$ cat src/rtl/smt_arb_pkg.sv
package smt_arb_pkg;
  localparam int NTHR = 2;
  typedef logic [NTHR-1:0] thr_vec_t;

  function automatic thr_vec_t pick_one(input logic sel_t1);
    return sel_t1 ? thr_vec_t'(2'b10) : thr_vec_t'(2'b01);
  endfunction
endpackage

$ cat src/rtl/smt_rob_occ.sv
module smt_rob_occ
  import smt_arb_pkg::*;
#(
  parameter int GRP_MAX = 20,
  parameter int THR_RST = 12,
  parameter int OCC_W   = $clog2(GRP_MAX + 1)
) (
  input  logic             clk,
  input  logic             rst,
  input  thr_vec_t         inc,
  input  thr_vec_t         dec,
  input  logic             thr_we,
  input  logic [OCC_W-1:0] thr_val,
  output thr_vec_t         heavy
);
  logic [OCC_W-1:0] thr_q;

  always_ff @(posedge clk) begin
    if (rst)         thr_q <= OCC_W'(THR_RST);
    else if (thr_we) thr_q <= thr_val;
  end

  for (genvar t = 0; t < NTHR; t++) begin : g_thr
    logic [OCC_W-1:0] cnt_q;
    always_ff @(posedge clk) begin
      if (rst) begin
        cnt_q <= '0;
      end else begin
        case ({inc[t], dec[t]})
          2'b10: if (cnt_q < OCC_W'(GRP_MAX)) cnt_q <= cnt_q + 1'b1;
          2'b01: if (cnt_q != '0) cnt_q <= cnt_q - 1'b1;
          default: cnt_q <= cnt_q;
        endcase
      end
    end
    assign heavy[t] = cnt_q > thr_q;
  end
endmodule

$ cat src/rtl/smt_lld_gate.sv
module smt_lld_gate
  import smt_arb_pkg::*;
(
  input  logic     clk,
  input  logic     rst,
  input  thr_vec_t ev,
  input  thr_vec_t done,
  output thr_vec_t stall,
  output thr_vec_t flush_q
);
  for (genvar t = 0; t < NTHR; t++) begin : g_thr
    logic blk_q;
    logic blk_d;
    assign blk_d    = ev[t] | (blk_q & ~done[t]);
    assign stall[t] = blk_d;
    always_ff @(posedge clk) begin
      if (rst) begin
        blk_q      <= 1'b0;
        flush_q[t] <= 1'b0;
      end else begin
        blk_q      <= blk_d;
        flush_q[t] <= ev[t];
      end
    end
  end
endmodule

$ cat src/rtl/smt_slot_pick.sv
module smt_slot_pick
  import smt_arb_pkg::*;
#(
  parameter int PRIO_W = 3
) (
  input  logic              clk,
  input  logic              rst,
  input  thr_vec_t          elig,
  input  thr_vec_t          demote,
  input  logic [PRIO_W-1:0] prio_a,
  input  logic [PRIO_W-1:0] prio_b,
  output thr_vec_t          gnt_q
);
  localparam int CNT_W = 2 ** PRIO_W;

  logic [CNT_W-1:0]  slot_q;
  logic [CNT_W-1:0]  mask;
  logic [PRIO_W-1:0] diff;
  logic              rr_q;
  logic              a_high;
  logic              tie_use;
  logic              wgt_use;
  thr_vec_t          gnt_d;

  always_comb begin
    a_high  = prio_a > prio_b;
    diff    = a_high ? prio_a - prio_b : prio_b - prio_a;
    mask    = {CNT_W{1'b1}} >> (CNT_W - 1 - int'(diff));
    gnt_d   = '0;
    tie_use = 1'b0;
    wgt_use = 1'b0;
    if (elig != 2'b11) begin
      gnt_d = elig;
    end else if (demote[0] != demote[1]) begin
      gnt_d = pick_one(demote[0]);
    end else if (diff == '0) begin
      tie_use = 1'b1;
      gnt_d   = pick_one(rr_q);
    end else begin
      wgt_use = 1'b1;
      if ((slot_q & mask) == '0) gnt_d = pick_one(a_high);
      else                       gnt_d = pick_one(!a_high);
    end
  end

  always_ff @(posedge clk) begin
    if (rst) begin
      gnt_q  <= '0;
      slot_q <= '0;
      rr_q   <= 1'b0;
    end else begin
      gnt_q <= gnt_d;
      if (tie_use) rr_q   <= ~rr_q;
      if (wgt_use) slot_q <= slot_q + 1'b1;
    end
  end
endmodule

$ cat src/rtl/smt_front_arb.sv
module smt_front_arb
  import smt_arb_pkg::*;
#(
  parameter int PRIO_W      = 3,
  parameter int ROB_GROUPS  = 20,
  parameter int OCC_THR_RST = 12,
  localparam int OCC_W      = $clog2(ROB_GROUPS + 1)
) (
  input  logic                   clk,
  input  logic                   rst,
  input  logic [2*PRIO_W-1:0]    sw_prio,
  input  logic [1:0]             rob_alloc,
  input  logic [1:0]             rob_retire,
  input  logic                   occ_thr_we,
  input  logic [OCC_W-1:0]       occ_thr_val,
  input  logic [1:0]             l2_miss,
  input  logic [1:0]             lld_event,
  input  logic [1:0]             lld_done,
  output logic [1:0]             fetch_gnt,
  output logic [1:0]             decode_gnt,
  output logic [1:0]             flush_req
);
  logic [PRIO_W-1:0] lvl0;
  logic [PRIO_W-1:0] lvl1;
  thr_vec_t runnable;
  thr_vec_t heavy;
  thr_vec_t stall;
  thr_vec_t dec_elig;

  assign lvl0     = sw_prio[PRIO_W-1:0];
  assign lvl1     = sw_prio[2*PRIO_W-1:PRIO_W];
  assign runnable = {lvl1 != '0, lvl0 != '0};
  assign dec_elig = runnable & ~l2_miss & ~stall;

  smt_rob_occ #(.GRP_MAX(ROB_GROUPS), .THR_RST(OCC_THR_RST), .OCC_W(OCC_W)) u_occ (
    .clk(clk), .rst(rst), .inc(rob_alloc), .dec(rob_retire),
    .thr_we(occ_thr_we), .thr_val(occ_thr_val), .heavy(heavy)
  );

  smt_lld_gate u_lld (
    .clk(clk), .rst(rst), .ev(lld_event), .done(lld_done),
    .stall(stall), .flush_q(flush_req)
  );

  smt_slot_pick #(.PRIO_W(PRIO_W)) u_fetch (
    .clk(clk), .rst(rst), .elig(runnable), .demote(heavy),
    .prio_a(lvl0), .prio_b(lvl1), .gnt_q(fetch_gnt)
  );

  smt_slot_pick #(.PRIO_W(PRIO_W)) u_decode (
    .clk(clk), .rst(rst), .elig(dec_elig), .demote(2'b00),
    .prio_a(lvl0), .prio_b(lvl1), .gnt_q(decode_gnt)
  );
endmodule

$ cat config.mk
export PLATFORM = sky130hd
export DESIGN_NAME = smt_front_arb
export DESIGN_NICKNAME = d
export VERILOG_FILES = /design/src/rtl/smt_arb_pkg.sv /design/src/rtl/smt_rob_occ.sv /design/src/rtl/smt_lld_gate.sv /design/src/rtl/smt_slot_pick.sv /design/src/rtl/smt_front_arb.sv
export SDC_FILE = /design/constraint.sdc
export NUM_CORES = 1
export LEC_CHECK = 0
export BUFFER_PORTS_ARGS = -buffer_cell sky130_fd_sc_hd__buf_2
export CELL_PAD_IN_SITES_DETAIL_PLACEMENT = 0
export CELL_PAD_IN_SITES_GLOBAL_PLACEMENT = 2
export CORE_MARGIN = 2
export CORE_UTILIZATION = 36
export CTS_CLUSTER_DIAMETER = 200
export DETAILED_ROUTE_END_ITERATION = 16
export MAX_ROUTING_LAYER = met4
export PLACE_DENSITY_LB_ADDON = 0.1
export SYNTH_ARGS = -nofsm -noshare
export SYNTH_HDL_FRONTEND = slang
export SYNTH_SLANG_ARGS = --single-unit
$ cat constraint.sdc
create_clock -name clk -period 2.7 [get_ports clk]
set_input_delay 0.135 -clock clk [delete_from_list [all_inputs] [get_ports clk]]
set_output_delay 0.135 -clock clk [all_outputs]
set_load 0.005 [all_outputs]
==> key figures, run 1 <==
Clock tree
  – Num CTS Buffers: 5
  – CTS Buffer Depth: 2
  – CTS clk-pin slew, worst paths: 0.08 ns
  – Worst-Skew Late Latency: roughly 0.3 ns
  – Buffer count from post-CTS setup fixing: 0
  – CTS tree: done
  – CTS sink cnt: between 40 and 50
  – Hold_buf cts: 0
  – Root buffer cell: clkbuf_8
  – Post-cts resize count: 0
  – H-tree levels: 2

Floorplan
  – Die Y: approximately 90 um
  – Die Area: 8130 um^2
  – Row cnt: 31
  – Initial Utilization: 37.0%
  – Top Ports: 30
  – Die Span X: between 90 and 100 um
  – Area of the core: about 7200 um^2

Critical path
  – Crit path buffers/inverters: 2
  – Worst setup EP type: flop
  – Worst path depth: 11
  – R2R cell count: 11
  – Max FO, Critical Path: 10
  – CP Cell Sequence: inv_1, ha_1, a21o_1, a21o_1, a211o_1, a211oi_1, and4bb_1, buf_4, nand4_1, xor2_1, nor2_1
  – Slowest stage delay, CP: between 0.3 and 0.4 ns
  – Critical-path top delay cell: dfxtp_1
  – Worst setup SP type: flop
  – Worst endpoint data arrival time: around 2.7 ns
  – Crit Path Class: flop to flop
  – Cell family with most CP delay: compound AO/OA/AOI/OAI gates
  – Most common cell on crit path: a21o_1
  – CP required: roughly 2.9 ns

Job
  – # Max-Cap Violations: 0

Timing
  – # setup viols final: 0
  – Setup Skew: roughly 0.0046 ns
  – RSZ-0062 raised after global routing: no
  – Ratio of final minimum period to clock period: around 91%
  – Setup_tns: 0 ns
  – Final hold violations: 0
  – Fin. max-slew vios: 0
  – Slew headroom: approximately 65%
  – Worst-Margin Slew: roughly 0.52 ns
  – Max frequency: ~0.41 GHz
  – Tmin final: 2.46 ns

Finish
  – Commonest non-fill, non-tap cells in the layout: nor2_1, dfxtp_1, inv_1
  – Commonest non-fill, non-tap cell in the layout: nor2_1
  – Filler cells: roughly 750
  – Share of layout cells above drive strength 1: roughly 16%
  – Diode count: 0
  – Layout Nets: approximately 400
  – Fin util: between 40% and 50%
  – Area growth from synthesis to layout: 16.6%

Logic synthesis
  – Yosys Warn Count: 0
  – Post-synthesis sequential area ratio: between 30% and 40%
  – Post-synthesis area per instance: around 8.8 um^2
  – Largest family of logic cells by synthesized area: simple AND/OR/NAND/NOR gates
  – Mux contribution to synthesized area: 3.84%
  – Mapped Area: roughly 2700 um^2
  – Yosys cell types: about 50
  – Mapped Cells: between 300 and 400
  – Total nets after synthesis: 360
  – Yosys reg bits: 41
  – Post-synthesis adder-cell area fraction: between 10% and 20%
  – Xor/xnor cell area share of the yosys netlist: ~9%
  – Post-Synth Simple-Gate Area: a little over a fifth
  – Post-synthesis compound-gate area fraction: ~14%

Routing
  – Post-DRT Antenna Nets: 0
  – DRT Pass-1 Iters: 4
  – WL final: 5720 um
  – # DRC: 0
  – Wire per inst: between 10 and 15 um
  – Vias/cell: between 4 and 5
  – Total number of vias: approximately 2200
  – DR iter-0 viols: between 60 and 70

Placed design
  – Post-DP HPWL: between 4000 and 5000 um
  – GPL Wtd Cong: about 0.83
  – Buffers on Ports: 29

Power and ir drop
  – Overall Power: around 1.9 mW
  – Pwr Density: 621 nW/um^2
  – Pleak: 1.54 nW
  – Peak supply drop: about 0.23 mV

Global route
  – Met3 Usage GRT: under 10%
  – Grt peak-use layer: met1
  – Total GRT Usage: about 15%
  – First-pass GRT wire length: a little over 10000 um
  – GR Util met1: 22.4%
  – Met2 Track Usage GR: 21.9%
  – Overflow after GRT: 0
  – Vias in the first global route: 2066
  – Antenna violations before repair: 0
  – Largest net degree at the start of global routing: 28

Hold path
  – WHS Path Cells: 3
  – Hold Crit Class: primary input to flop

Outcome
  – Status: complete, no violations
[routing by layer]
metal / vias up / wire [um] / part of all wire (%)
met1: 981 / 3130 / 55
met3: 6 / 177 / 3.1
met2: 31 / 2350 / 41
met5: - / 0 / 0
li1: 1138 / - / -
met4: 0 / 61 / 1.1
[through the flow]
stage	std cells	area [um^2]	hold WS [ns]	setup slack [ns]
2_1_floorplan	305	2670	0.256	0.331
3_3_place_gp	436	2980	0.348	0.0828
3_5_place_dp	436	2980	0.353	0.0352
4_1_cts	444	3110	0.0357	0.208
5_1_grt	444	3110	0.0538	0.0116
6_report	444	3110	0.0417	0.239
[state kept, by name (all words and copies together) (netlist names)]
register	cells
u_occ.thr_q	5
u_fetch.slot_q	8
u_decode.slot_q	8
u_decode.gnt_q	2
u_lld.g_thr.blk_q	2
u_decode.rr_q	1
u_fetch.rr_q	1
u_occ.g_thr.cnt_q	10
u_fetch.gnt_q	2
u_lld.flush_q	2
[logic make-up (layout without fill, tap and decap cells)]
group                      count (synthesis)  in the layout
adders and majority gates                 31             31
DFF                                       41             41
AOI/OAI and AO/OA                         48             48
buffers and inverters                     39             79
and+or+nand+nor                          109            109
muxes                                     10             10
xor gates and xnor gates                  27             27
[final timing paths]
kind | startpoint | to | slack (ns)
setup / recovery | u_occ.thr_q[2] | u_fetch.slot_q[7] | 0.24
hold / removal | occ_thr_val[2] | u_occ.thr_q[2] | 0.04
setup reg to reg | u_occ.thr_q[2] | u_fetch.slot_q[7] | 0.24
hold reg to reg | u_occ.thr_q[4] | u_occ.thr_q[4] | 0.50
[area by class of cell]
| type | count | area (um^2) | area share (%) |
|---|---|---|---|
| multi-input cells | 225 | 1700 | 54.4 |
| flip-flops and latches | 41 | 821 | 26.4 |
| repair buffers | 39 | 220 | 7.07 |
| well taps | 99 | 124 | 3.98 |
| inverters | 32 | 120 | 3.86 |
| clock buffers | 5 | 68.8 | 2.21 |
| clock inverters | 3 | 65.1 | 2.09 |
[worst register-to-register path, cell delays in order (launching register included)]
cell and delay [ns]:
dfxtp_1 0.31, inv_1 0.07, ha_1 0.29, a21o_1 0.16, a21o_1 0.17, a211o_1 0.30, a211oi_1 0.30, and4bb_1 0.25
buf_4 0.17, nand4_1 0.12, xor2_1 0.15, nor2_1 0.05
[cells in the mapped netlist, drive strengths merged]
master | n | area, um^2
a2111oi | 2 | 23.8
a211o | 1 | 8.76
a211oi | 7 | 75.1
a21o | 10 | 75.1
a21oi | 10 | 50.1
a31o | 1 | 8.76
a31oi | 1 | 6.26
a32oi | 1 | 8.76
and2 | 3 | 18.8
and3 | 5 | 31.3
and4bb | 1 | 12.5
buf | 4 | 23.8
clkbuf | 3 | 11.3
dfxtp | 41 | 821
fa | 4 | 80.1
ha | 27 | 338
inv | 32 | 120
mux2 | 2 | 22.5
mux2i | 8 | 80.1
nand2 | 12 | 45.0
nand2b | 1 | 6.26
nand3 | 4 | 20.0
nand3b | 1 | 7.51
nand4 | 12 | 75.1
nand4b | 1 | 8.76
nor2 | 44 | 168
nor2b | 6 | 45.0
nor3 | 11 | 66.3
nor3b | 2 | 15.0
nor4 | 4 | 25.0
o211a | 3 | 30.0
o211ai | 3 | 22.5
o21ai | 4 | 20.0
o221ai | 2 | 17.5
o311a | 1 | 10.0
o311ai | 1 | 8.76
o41ai | 1 | 16.3
or3 | 2 | 12.5
xnor2 | 13 | 114
xor2 | 14 | 123
[where the power goes]
part	internal (mW)	total (mW)	switching [mW]
clock	0.368	0.605	0.238
sequential	0.672	0.748	0.0763
combinational	0.279	0.580	0.301
total	1.32	1.93	0.614
Note: power is estimated with default switching activity, not from simulation.
==> run 2, diff against run 1 <==
- clock period: 2.7 -> 2.43 ns (I/O delays scaled with it)
==> run 2 against run 1 <==
Sequential power up 10%. Setup slack worse by 0.087 ns. Global-route usage down 0.097 points. Critical endpoint is now u_fetch.slot_q[3]. Flip-flop and latch count unchanged. Combinational power up 28%. Core utilization up 1.6 points. Clock skew up 0.0016 ns. Die area unchanged. Count of clock-buffer cells in the layout unchanged.
==> key figures, run 2 (synthesized netlist as in run 1, its figures left out) <==
Timing
  – Max frequency: between 0.4 and 0.5 GHz
  – Setup Skew: roughly 0.0061 ns
  – Final setup margin: between 0.15 and 0.2 ns
  – # setup viols final: 0
  – Worst hold slack: around 0.035 ns
  – Ratio of final minimum period to clock period: ~94%
  – Slew headroom: around 44%
  – Tmin final: roughly 2.3 ns
  – Fin. max-slew vios: 0
  – Final hold violations: 0
  – Worst-Margin Slew: between 0.8 and 0.9 ns

Finish
  – Most flops, register: u_occ.g_thr.cnt_q
  – Final Cell Area: approximately 3200 um^2
  – Share of layout cells above drive strength 1: between 20% and 30%
  – Area growth from synthesis to layout: 21.0%
  – Non-filler cells, final: ~460
  – Layout Nets: between 400 and 500
  – Commonest non-fill, non-tap cells in the layout: nor2_1, dfxtp_1, inv_1
  – Diode count: 0
  – Max FFs per register: 10
  – Largest registers: u_occ.g_thr.cnt_q: 10 flops, u_decode.slot_q: 8 flops, u_fetch.slot_q: 8 flops
  – Commonest non-fill, non-tap cell in the layout: nor2_1

Global route
  – Overflow after GRT: 0
  – Total GRT Usage: approximately 15%
  – Largest net degree at the start of global routing: 25
  – Antenna violations before repair: 0
  – First-pass GRT wire length: 10100 um
  – Vias in the first global route: 2166

Power and ir drop
  – Logic pwr share: between 30 and 40%
  – P_sw: approximately 0.71 mW
  – Pwr Density: 629 nW/um^2
  – Reg power frac: 40.6%
  – Switch share: a little over a third
  – Int Power: 1.33 mW
  – Pleak: 1.59 nW
  – Fraction of power consumed by the clock network: between 20 and 25%
  – Peak supply drop: 0.345 mV

Routing
  – WL final: around 5800 um
  – Post-DRT Antenna Nets: 0
  – # DRC: 0
  – Wire per inst: between 10 and 15 um
  – Total number of vias: around 2200
  – DRT Pass-1 Iters: 4
  – DR iter-0 viols: 76
  – Vias/cell: between 4 and 5

Placed design
  – Post-DP HPWL: ~4400 um
  – Placed Cells: 449
  – GPL Wtd Cong: around 0.77
  – Area post-placement: ~3000 um^2
  – DP Worst Slack: -0.189 ns
  – Buffers on Ports: 29

Floorplan
  – Row cnt: 31
  – Top Ports: 30
  – Area of the core: about 7200 um^2
  – Die Area: between 8000 and 9000 um^2
  – Die Span X: roughly 90 um
  – Die Y: 90.1 um
  – Initial Utilization: a little under two fifths

Clock tree
  – Root buffer cell: clkbuf_8
  – CTS tree: done
  – Worst-Skew Late Latency: 0.30 ns
  – Num CTS Buffers: 5
  – H-tree levels: 2
  – CTS sink cnt: slightly above 40
  – CTS clk-pin slew, worst paths: 0.09 ns
  – CTS Buffer Depth: 2

Job
  – # Max-Cap Violations: 0

Hold path
  – Hold Crit Class: primary input to flop

Critical path
  – Max FO, Critical Path: 5
  – CP required: around 2.6 ns
  – Worst setup SP type: flop
  – Worst endpoint data arrival time: approximately 2.5 ns
  – Crit Path Class: flop to flop
  – Worst setup EP type: flop

Outcome
  – Status: complete, no violations
## run 2: changes by cell type in the layout (fill, tap and decap cells not counted), moves of 2 or more
| cell | change |
|---|---|
| a211oi_2 | +2 |
| buf_4 | +13 |
| bufinv_16 | -2 |
| and4bb_4 | +2 |
| a211oi_1 | -2 |
| clkinvlp_4 | +3 |
## run 2: per-layer routing
layer  up-vias  GRT usage, %  routed length, um
met4         0          4.10                 36
li1       1168             -                  -
met2        45          22.7               2410
met5         -             -                  0
met3         2          2.51                194
met1      1021          21.6               3120
## run 2: worst max-delay path, stage by stage, from the launching register on
cell	delay [ns]
dfxtp_1	0.39
ha_4	0.22
a21o_1	0.14
a21o_1	0.17
a211o_1	0.32
a211oi_2	0.31
and4bb_4	0.30
nand4_1	0.10
xor2_1	0.16
nor2_1	0.05
## run 2: path summary, 6_finish.rpt
path	from	depth (start not counted)	slack [ns]	endpoint
hold reg to reg	u_occ.thr_q[1]	2	0.50	u_occ.thr_q[1]
hold / removal	occ_thr_val[2]	3	0.03	u_occ.thr_q[2]
setup / recovery	u_occ.g_thr[1].cnt_q[2]	9	0.15	u_fetch.slot_q[3]
setup reg to reg	u_occ.g_thr[1].cnt_q[2]	9	0.15	u_fetch.slot_q[3]
## run 2: what timing repair did
action	in CTS	in global routing
pin swaps	0	5
cloned	0	1
setup endpoints to repair	7	11
hold buffers	0	0
resized for setup	1	11
setup buffers	0	0
## run 2: final cells by class
| class | count | area, um^2 |
|---|---|---|
| Clock buffer | 5 | 68.8 |
| Inverter | 32 | 120 |
| Clock inverter | 3 | 22.5 |
| Tap cell | 99 | 124 |
| Sequential cell | 41 | 822 |
| Multi-Input combinational cell | 226 | 1760 |
| Fill cell | 781 | 3980 |
| Timing Repair Buffer | 52 | 318 |
## run 2: power groups by stage
stage                     logic (mW)  registers [mW]  clock network [mW]
final                          0.744           0.826               0.464
after global routing           0.852           0.841               0.507
after CTS                      0.709           0.824               0.484
after detailed placement       0.703           0.840                   0
after global placement         0.697           0.841                   0
after floorplan                0.506           0.817                   0
## run 2: metrics by stage
step                utilization (%)  total power [mW]  setup TNS [ns]
floorplan                         -              1.32               0
global placement               42.7              1.54           -1.66
detailed placement             42.7              1.54           -1.76
CTS                            43.9              2.02               0
global route                   44.8              2.20        -0.00691
finish                         44.8              2.03               0
